$ cat src/rtl/swtlb_pkg.sv
`timescale 1ns/1ps
package swtlb_pkg;
    localparam int PTE_W = 32;

    localparam logic [PTE_W-1:0] VALID_MASK = 32'h8000_0000;
    localparam logic [PTE_W-1:0] HSEL_MASK  = 32'h0000_0040;
    localparam logic [PTE_W-1:0] TAG_MASK   = 32'h7FFF_FFBF;
    localparam logic [PTE_W-1:0] AGREE_MASK = 32'hFFFF_F07B;
    localparam logic [PTE_W-1:0] REF_MASK   = 32'h0000_0100;
    localparam logic [PTE_W-1:0] CHG_MASK   = 32'h0000_0080;

    localparam int PROT_R = 0;
    localparam int PROT_W = 1;
    localparam int PROT_X = 2;

    typedef enum logic [1:0] {
        ACC_LOAD  = 2'd0,
        ACC_STORE = 2'd1,
        ACC_FETCH = 2'd2
    } acc_e;

    typedef enum logic [1:0] {
        RC_GRANT = 2'd0,
        RC_MISS  = 2'd1,
        RC_DENY  = 2'd2
    } rc_e;

    function automatic logic permits(input logic [2:0] prot, input acc_e acc);
        logic ok;
        case (acc)
            ACC_LOAD:  ok = prot[PROT_R];
            ACC_STORE: ok = prot[PROT_W];
            ACC_FETCH: ok = prot[PROT_X];
            default:   ok = 1'b0;
        endcase
        return ok;
    endfunction
endpackage

$ cat src/rtl/swtlb_prot.sv
`timescale 1ns/1ps
module swtlb_prot
    import swtlb_pkg::*;
(
    input  logic       key,
    input  logic [1:0] pp,
    input  logic       nx,
    output logic [2:0] prot
);
    always_comb begin
        prot = 3'b000;
        if (key) begin
            prot[PROT_R] = (pp != 2'd0);
            prot[PROT_W] = (pp == 2'd2);
        end else begin
            prot[PROT_R] = 1'b1;
            prot[PROT_W] = (pp != 2'd3);
        end
        prot[PROT_X] = prot[PROT_R] & ~nx;
    end
endmodule

$ cat src/rtl/swtlb_array.sv
`timescale 1ns/1ps
module swtlb_array
    import swtlb_pkg::*;
#(
    parameter int NENT  = 32,
    parameter int EPN_W = 20,
    localparam int IDX_W = $clog2(NENT)
) (
    input  logic             clk,
    input  logic             rst_n,
    input  logic             ld_en,
    input  logic [IDX_W-1:0] ld_idx,
    input  logic [EPN_W-1:0] ld_epn,
    input  logic [PTE_W-1:0] ld_pte0,
    input  logic [PTE_W-1:0] ld_pte1,
    input  logic             inv_all,
    input  logic             upd_en,
    input  logic [IDX_W-1:0] upd_idx,
    input  logic             upd_chg,
    input  logic [IDX_W-1:0] rd_idx,
    output logic [EPN_W-1:0] rd_epn,
    output logic [PTE_W-1:0] rd_pte0,
    output logic [PTE_W-1:0] rd_pte1
);
    logic [EPN_W-1:0] epn_q [NENT];
    logic [PTE_W-1:0] p0_q  [NENT];
    logic [PTE_W-1:0] p1_q  [NENT];

    always_ff @(posedge clk or negedge rst_n) begin
        if (!rst_n) begin
            for (int e = 0; e < NENT; e++) begin
                epn_q[e] <= '0;
                p0_q[e]  <= '0;
                p1_q[e]  <= '0;
            end
        end else begin
            for (int e = 0; e < NENT; e++) begin
                if (ld_en && ld_idx == IDX_W'(e)) begin
                    epn_q[e] <= ld_epn;
                    p0_q[e]  <= ld_pte0;
                    p1_q[e]  <= ld_pte1;
                end else begin
                    if (inv_all)
                        p0_q[e] <= p0_q[e] & ~VALID_MASK;
                    if (upd_en && upd_idx == IDX_W'(e))
                        p1_q[e] <= p1_q[e] | REF_MASK | (upd_chg ? CHG_MASK : '0);
                end
            end
        end
    end

    assign rd_epn  = epn_q[rd_idx];
    assign rd_pte0 = p0_q[rd_idx];
    assign rd_pte1 = p1_q[rd_idx];

    // an invalidate without a competing load leaves entry 0 invalid
    p_inv_drops_valid_r10: assert property (@(posedge clk) disable iff (!rst_n)
        (inv_all && !ld_en) |=> ((p0_q[0] & VALID_MASK) == '0));

    // a flag update leaves the referenced flag set in the entry
    p_upd_sets_ref_r8: assert property (@(posedge clk) disable iff (!rst_n)
        (upd_en && !ld_en) |=> ((p1_q[$past(upd_idx)] & REF_MASK) != '0));
endmodule

$ cat src/rtl/swtlb_ctrl.sv
`timescale 1ns/1ps
module swtlb_ctrl
    import swtlb_pkg::*;
#(
    parameter int WAYS      = 2,
    parameter int SETS      = 8,
    parameter int PAGE_BITS = 12,
    localparam int WAY_W = (WAYS > 1) ? $clog2(WAYS) : 1,
    localparam int EPN_W = PTE_W - PAGE_BITS,
    localparam int NENT  = 2 * WAYS * SETS,
    localparam int IDX_W = $clog2(NENT),
    localparam int SET_W = $clog2(SETS)
) (
    input  logic             clk,
    input  logic             rst_n,
    input  logic             req_valid,
    output logic             req_ready,
    input  logic [1:0]       req_acc,
    input  logic [EPN_W-1:0] req_vpage,
    input  logic             req_key,
    input  logic             req_nx,
    input  logic [PTE_W-1:0] req_tag,
    output logic             resp_valid,
    output logic [1:0]       resp_code,
    output logic [EPN_W-1:0] resp_rpn,
    output logic [2:0]       resp_prot,
    output logic [PTE_W-1:0] resp_pte,
    output logic [IDX_W-1:0] rd_idx,
    input  logic [EPN_W-1:0] rd_epn,
    input  logic [PTE_W-1:0] rd_pte0,
    input  logic [PTE_W-1:0] rd_pte1,
    output logic             q_key,
    output logic             q_nx,
    input  logic [2:0]       prot_in,
    output logic             upd_en,
    output logic [IDX_W-1:0] upd_idx,
    output logic             upd_chg
);
    typedef enum logic [1:0] {S_IDLE, S_PROBE, S_FINISH} state_e;

    state_e state_q, state_d;
    logic [WAY_W-1:0] way_q;
    logic [EPN_W-1:0] page_q;
    acc_e             acc_q;
    logic             key_q, nx_q, have_q;
    logic [PTE_W-1:0] tag_q, sel_pte_q;
    logic [2:0]       sel_prot_q;
    logic [IDX_W-1:0] sel_idx_q;
    rc_e              code_q;

    logic hit, clash, take, grant, last_way, store_ok, chg_now;
    logic [PTE_W-1:0] pte_out;

    assign q_key = key_q;
    assign q_nx  = nx_q;

    always_comb begin
        rd_idx = IDX_W'(page_q[SET_W-1:0])
               + IDX_W'(way_q) * IDX_W'(SETS)
               + ((acc_q == ACC_FETCH) ? IDX_W'(WAYS * SETS) : '0);
        hit = ((rd_pte0 & VALID_MASK) != '0)
            && ((rd_pte0 & HSEL_MASK) == '0)
            && (rd_epn == page_q)
            && (((rd_pte0 ^ tag_q) & TAG_MASK) == '0);
        clash    = have_q && (((rd_pte1 ^ sel_pte_q) & AGREE_MASK) != '0);
        take     = hit && !clash;
        grant    = take && permits(prot_in, acc_q);
        last_way = (way_q == WAY_W'(WAYS - 1));
    end

    // state register
    always_ff @(posedge clk or negedge rst_n) begin
        if (!rst_n) state_q <= S_IDLE;
        else        state_q <= state_d;
    end

    // next state
    always_comb begin
        state_d = state_q;
        unique case (state_q)
            S_IDLE:   if (req_valid) state_d = S_PROBE;
            S_PROBE:  if (grant || last_way) state_d = S_FINISH;
            S_FINISH: state_d = S_IDLE;
            default:  state_d = S_IDLE;
        endcase
    end

    // search context
    always_ff @(posedge clk or negedge rst_n) begin
        if (!rst_n) begin
            way_q      <= '0;
            page_q     <= '0;
            acc_q      <= ACC_LOAD;
            key_q      <= 1'b0;
            nx_q       <= 1'b0;
            tag_q      <= '0;
            have_q     <= 1'b0;
            sel_pte_q  <= '0;
            sel_prot_q <= '0;
            sel_idx_q  <= '0;
            code_q     <= RC_MISS;
        end else begin
            unique case (state_q)
                S_IDLE: if (req_valid) begin
                    way_q      <= '0;
                    page_q     <= req_vpage;
                    acc_q      <= acc_e'(req_acc);
                    key_q      <= req_key;
                    nx_q       <= req_nx;
                    tag_q      <= req_tag;
                    have_q     <= 1'b0;
                    sel_pte_q  <= '0;
                    sel_prot_q <= '0;
                    sel_idx_q  <= '0;
                    code_q     <= RC_MISS;
                end
                S_PROBE: begin
                    if (take) begin
                        sel_pte_q  <= rd_pte1;
                        sel_prot_q <= prot_in;
                        sel_idx_q  <= rd_idx;
                        have_q     <= 1'b1;
                        code_q     <= grant ? RC_GRANT : RC_DENY;
                    end
                    if (!(grant || last_way)) way_q <= way_q + 1'b1;
                end
                S_FINISH: ;
                default: ;
            endcase
        end
    end

    // outputs
    always_comb begin
        store_ok = (acc_q == ACC_STORE) && (code_q == RC_GRANT);
        chg_now  = ((sel_pte_q & CHG_MASK) != '0) || store_ok;
        pte_out  = sel_pte_q | REF_MASK | (store_ok ? CHG_MASK : '0);
        req_ready  = 1'b0;
        resp_valid = 1'b0;
        resp_code  = RC_MISS;
        resp_pte   = '0;
        resp_prot  = '0;
        upd_en     = 1'b0;
        upd_idx    = sel_idx_q;
        upd_chg    = store_ok;
        unique case (state_q)
            S_IDLE:  req_ready = 1'b1;
            S_PROBE: ;
            S_FINISH: begin
                resp_valid = 1'b1;
                resp_code  = code_q;
                if (have_q) begin
                    upd_en   = 1'b1;
                    resp_pte = pte_out;
                    resp_prot = sel_prot_q;
                    if (!chg_now) resp_prot[PROT_W] = 1'b0;
                end
            end
            default: ;
        endcase
        resp_rpn = resp_pte[PTE_W-1:PAGE_BITS];
    end

    // a response is followed by the idle state
    p_finish_to_idle_r5: assert property (@(posedge clk) disable iff (!rst_n)
        resp_valid |=> req_ready);

    // a grant carries the right the access needed
    p_grant_allows_r5: assert property (@(posedge clk) disable iff (!rst_n)
        (resp_valid && resp_code == RC_GRANT) |-> permits(resp_prot, acc_q));

    // the rights evaluator never gives write without read
    p_write_needs_read_r6: assert property (@(posedge clk) disable iff (!rst_n)
        (state_q == S_PROBE) |-> !(prot_in[PROT_W] && !prot_in[PROT_R]));

    // a miss reports nothing
    p_miss_empty_r7: assert property (@(posedge clk) disable iff (!rst_n)
        (resp_valid && resp_code == RC_MISS) |-> (resp_prot == 3'b000 && resp_pte == '0));

    // every selected match reports the referenced flag
    p_ref_marked_r8: assert property (@(posedge clk) disable iff (!rst_n)
        (resp_valid && resp_code != RC_MISS) |-> ((resp_pte & REF_MASK) != '0));

    // a granted store leaves the changed flag and write right
    p_store_dirty_r9: assert property (@(posedge clk) disable iff (!rst_n)
        (resp_valid && store_ok) |-> (((resp_pte & CHG_MASK) != '0) && resp_prot[PROT_W]));
endmodule

$ cat src/rtl/swtlb_lookup.sv
`timescale 1ns/1ps
module swtlb_lookup
    import swtlb_pkg::*;
#(
    parameter int WAYS      = 2,
    parameter int SETS      = 8,
    parameter int PAGE_BITS = 12,
    localparam int WAY_W = (WAYS > 1) ? $clog2(WAYS) : 1,
    localparam int EPN_W = PTE_W - PAGE_BITS
) (
    input  logic             clk,
    input  logic             rst_n,
    input  logic             req_valid,
    output logic             req_ready,
    input  logic [1:0]       req_acc,
    input  logic [EPN_W-1:0] req_vpage,
    input  logic             req_key,
    input  logic             req_nx,
    input  logic [31:0]      req_tag,
    output logic             resp_valid,
    output logic [1:0]       resp_code,
    output logic [EPN_W-1:0] resp_rpn,
    output logic [2:0]       resp_prot,
    output logic [31:0]      resp_pte,
    input  logic             ld_en,
    input  logic             ld_code,
    input  logic [WAY_W-1:0] ld_way,
    input  logic [EPN_W-1:0] ld_epn,
    input  logic [31:0]      ld_pte0,
    input  logic [31:0]      ld_pte1,
    input  logic             inv_all
);
    localparam int NENT  = 2 * WAYS * SETS;
    localparam int IDX_W = $clog2(NENT);
    localparam int SET_W = $clog2(SETS);

    logic [IDX_W-1:0] ld_idx, rd_idx, upd_idx;
    logic [EPN_W-1:0] rd_epn;
    logic [PTE_W-1:0] rd_pte0, rd_pte1;
    logic             q_key, q_nx, upd_en, upd_chg;
    logic [2:0]       prot_w;

    assign ld_idx = IDX_W'(ld_epn[SET_W-1:0])
                  + IDX_W'(ld_way) * IDX_W'(SETS)
                  + (ld_code ? IDX_W'(WAYS * SETS) : '0);

    swtlb_array #(.NENT(NENT), .EPN_W(EPN_W)) u_array (
        .clk(clk), .rst_n(rst_n),
        .ld_en(ld_en), .ld_idx(ld_idx), .ld_epn(ld_epn),
        .ld_pte0(ld_pte0), .ld_pte1(ld_pte1), .inv_all(inv_all),
        .upd_en(upd_en), .upd_idx(upd_idx), .upd_chg(upd_chg),
        .rd_idx(rd_idx), .rd_epn(rd_epn), .rd_pte0(rd_pte0), .rd_pte1(rd_pte1)
    );

    swtlb_prot u_prot (
        .key(q_key), .pp(rd_pte1[1:0]), .nx(q_nx), .prot(prot_w)
    );

    swtlb_ctrl #(.WAYS(WAYS), .SETS(SETS), .PAGE_BITS(PAGE_BITS)) u_ctrl (
        .clk(clk), .rst_n(rst_n),
        .req_valid(req_valid), .req_ready(req_ready), .req_acc(req_acc),
        .req_vpage(req_vpage), .req_key(req_key), .req_nx(req_nx), .req_tag(req_tag),
        .resp_valid(resp_valid), .resp_code(resp_code), .resp_rpn(resp_rpn),
        .resp_prot(resp_prot), .resp_pte(resp_pte),
        .rd_idx(rd_idx), .rd_epn(rd_epn), .rd_pte0(rd_pte0), .rd_pte1(rd_pte1),
        .q_key(q_key), .q_nx(q_nx), .prot_in(prot_w),
        .upd_en(upd_en), .upd_idx(upd_idx), .upd_chg(upd_chg)
    );
endmodule

$ cat config.mk
export PLATFORM = sky130hd
export DESIGN_NAME = swtlb_lookup
export DESIGN_NICKNAME = d
export VERILOG_FILES = /design/src/rtl/swtlb_pkg.sv /design/src/rtl/swtlb_prot.sv /design/src/rtl/swtlb_array.sv /design/src/rtl/swtlb_ctrl.sv /design/src/rtl/swtlb_lookup.sv
export SDC_FILE = /design/constraint.sdc
export NUM_CORES = 2
export LEC_CHECK = 0
export BUFFER_PORTS_ARGS = -buffer_cell sky130_fd_sc_hd__buf_2
export CAP_MARGIN = 20
export CORE_ASPECT_RATIO = 2
export CORE_MARGIN = 2
export CORE_UTILIZATION = 35
export CTS_CLUSTER_DIAMETER = 50
export DETAILED_ROUTE_END_ITERATION = 16
export PLACE_DENSITY = 0.59
export SYNTH_ARGS = -nofsm -noshare
export SYNTH_HDL_FRONTEND = slang
export SYNTH_SLANG_ARGS = --single-unit
$ cat constraint.sdc
create_clock -name clk -period 4.5 [get_ports clk]
set_input_delay 0.225 -clock clk [delete_from_list [all_inputs] [get_ports clk]]
set_output_delay 0.225 -clock clk [all_outputs]
set_load 0.01 [all_outputs]
==> key figures <==
Pwr
  – Reported net switching power: 31000 uW
  – Combinational group share of total power: 0.392
  – Clock network power share: 0.247
  – Power density over the cells: 616 nW/um^2
  – Power share of the sequential group: 0.361
  – Internal power component: 58800 uW
  – Highest ir drop seen on vdd: 0.347 mV
  – Fraction of power spent switching nets: 0.345
  – Power after layout: 89800 uW
  – Leak pwr: 0.0661 uW

Die
  – Vertical extent of the die: 851 um
  – Horizontal extent of the die: 428 um
  – Initial cell density of the core: 0.351
  – Std cell rows: 311
  – Die Area: 364000 sq um
  – Boundary pin count: 206
  – Core region area: 358000 sq um

GRT
  – Grt ovf: 0
  – Number of antenna violations at the first check in global routing: 51
  – Via count of the first global-routing pass: 84600
  – Overall fraction of global-route tracks in use: 0.236
  – Maximum number of pins on one net before global-route repair: 186
  – First-pass GRT wire length: 623 mm

Clock tree
  – Clock root buffer: clkbuf_16
  – Maximum count of clock buffers along a single path: 4
  – CTS Sinks: 2755
  – Clk slew on worst S/H paths: 70 ps
  – Number of buffers inserted during clock tree synthesis: 238
  – Clock H-tree levels: 4
  – CTS tree: done
  – Worst skew pair latency: 970 ps

Synth
  – Sequential element share of the synthesized area: 0.549
  – Post-synth EDFFs: 0
  – Share of async-settable or async-resettable flops after synthesis: 1.00
  – Number of nets in the synthesized netlist: 8706
  – Post-synthesis instance total: 8559
  – Flip-flop cell with the highest count after synthesis: dfrtp_1
  – Post-synthesis sequential element count: 2755
  – Count of different cell masters after synthesis: 74
  – Synth Warn #: 0
  – Cell area after synthesis: 126000 sq um
  – Mean instance size in the synthesized netlist: 14.7 sq um

Timing
  – Clock tree skew after final layout: 109 ps
  – Final count of hold timing violations: 0
  – Slew Limit Headroom: 0.184
  – Number of endpoints failing setup at the final stage: 45
  – RSZ-0062 raised after global routing: true
  – Slew Viols, Final: 0
  – Fraction of the cycle the final worst path needs: 1.11
  – Shortest period the worst path allows: 4980 ps
  – Final setup margin: -479 ps
  – Transition time of the tightest slew-check pin: 1220 ps
  – Achievable frequency: 201 MHz

Worst setup path
  – Startpoint types: flip-flop
  – Worst Path Required: 5290 ps
  – CP startpoint: u_ctrl.page_q[0]
  – Crit path capture type: flip-flop
  – Maximum fanout count along the critical path: 10
  – Launch point of the worst reg-to-reg path: u_ctrl.page_q[0]
  – Category of the most critical setup path: flip-flop to flip-flop
  – Arrival time of the worst setup path: 5770 ps

Placed design
  – Number of buffers added on ports: 202
  – Post-Place Worst Slack: -880 ps
  – HPWL after DPL: 264 mm
  – Weighted congestion at the end of routability-driven global placement: 0.833
  – Standard cell area after detailed placement: 135000 sq um
  – Placed cell count: 13100

Cells and area
  – Finished Layout Cells: 13800
  – Fraction of layout cells with a size suffix above 1: 0.477
  – Commonest non-fill, non-tap cells in the layout: dfrtp_1 (2750), mux2_2 (2579), mux2i_1 (552), mux4_2 (425), buf_4 (408)
  – Area of the multi-input gates: 53300 sq um
  – Post-Route Utilization: 0.407
  – Final #Nets: 9042
  – FF+latch area: 69000 sq um
  – Layout Area Growth over Synthesis: 16.2%
  – Filler cell count in the final layout: 32800
  – Design Area, Final: 146000 sq um
  – Most common library cell in the layout ignoring fill and taps: dfrtp_1

Route
  – Mean number of vias per cell: 5.66
  – Average wire per standard cell: 31.7 um
  – DRC viols: 0
  – Number of iterations in the first detailed-routing pass: 5
  – Total via count in the routed design: 78200
  – Antenna-violating nets left: 0
  – Initial DRC Count: 5849
  – Routed Wire Length: 437 mm

Min path
  – Worst hold path startpoint: req_tag[28]
  – Worst Hold Class: input pin to flip-flop

Outcome
  – Failing checks: setup timing
  – Result of the run: finished with violations

Job
  – Maximum Capacitance Violations: 0
==> synthesized netlist by cell type (69+ instances only) <==
cell / count / area share
a21oi_1: 118 / 0.0047
a22oi_1: 218 / 0.013
buf_1: 70 / 0.0021
clkbuf_1: 606 / 0.018
dfrtp_1: 2754 / 0.55
mux2_2: 2579 / 0.23
mux2i_1: 556 / 0.044
mux4_2: 425 / 0.076
nand2_1: 239 / 0.0071
nand3_1: 90 / 0.0036
nor2_1: 70 / 0.0021
o21ai_0: 69 / 0.0028
==> power by group through the flow <==
stage | sequential (uW) | combinational (uW) | clock [uW]
after global placement | 32500 | 33000 | 0
after detailed placement | 32800 | 33400 | 0
after global routing | 32900 | 36600 | 23500
after CTS | 32300 | 34400 | 22600
after floorplan | 31500 | 19700 | 0
final | 32400 | 35200 | 22200
==> sequential cells by signal, indices dropped and copies added, names as in the netlist, 2 cells and up <==
register and flops:
u_array.epn_q 640, u_array.p0_q 1024, u_ctrl.sel_pte_q 31, u_ctrl.upd_idx 5, u_ctrl.page_q 20, u_ctrl.tag_q 30
u_ctrl.state_q 2, u_ctrl.sel_prot_q 3, u_ctrl.acc_q 2, u_array.p1_q 992, u_ctrl.code_q 2
==> stage by stage <==
step	TNS, ps	hold WS [ps]
after global routing	-18770	45.2
after global placement	-36580	294
final	-18130	55.8
after floorplan	0	-70.6
after detailed placement	-35670	300
after CTS	-14740	1.21
==> critical path, cell delays in order (launching register included) <==
cell and delay (ps):
dfrtp_4 530, buf_12 150, buf_4 130, buf_12 150
buf_16 170, buf_12 160, mux4_2 330, nand2_1 60
a32o_1 280, a221oi_2 830, xnor2_1 210, nand4_1 110
o41a_1 480, or4b_4 700, buf_16 220, mux2_4 300
==> timing repair <==
item	CTS	global route
hold buffers	142	0
setup buffers	17	39
resized for setup	48	63
cloned	6	11
hold endpoints to repair	3363	0
setup endpoints to repair	45	45
pin swaps	9	14
==> path summary, 6_finish.rpt <==
path	slack, ps	end	cells after the start
max in group asynchronous	2990	u_array.p1_q[499]	4
worst max-delay path	-480	u_ctrl.sel_pte_q[1]	15
worst min register to register	470	u_array.epn_q[520]	1
worst max register to register	-480	u_ctrl.sel_pte_q[1]	15
min in group asynchronous	200	u_array.p0_q[523]	3
worst min-delay path	60	u_ctrl.tag_q[28]	3
==> logic make-up (layout without fill, tap and decap cells) <==
kind of cell	after synthesis	count (layout)	share of synthesized area
mux	3569	3569	0.353
flops	2755	2755	0.549
buf+inv	858	1386	0.0317
simple gates	734	734	0.0300
compound gates	572	572	0.0312
xor+xnor	71	71	0.00495
other cells	0	19	0
==> final cells by class <==
cell class / count / area share
Antenna cell: 19 / 0.000326
Clock buffer: 352 / 0.0492
Clock inverter: 80 / 0.00739
Inverter: 13 / 0.000377
Multi-Input combinational cell: 4946 / 0.365
Sequential cell: 2755 / 0.473
Tap cell: 4695 / 0.0403
Timing Repair Buffer: 941 / 0.0643
==> per-layer routing <==
layer,share of wire,track usage,vias up
met3,0.043,0.0298,965
met5,0.00029,0,-
met1,0.39,0.284,42900
met4,0.064,0.128,22
met2,0.51,0.409,2256
li1,-,-,32000
(Power assumes the default switching activity.)
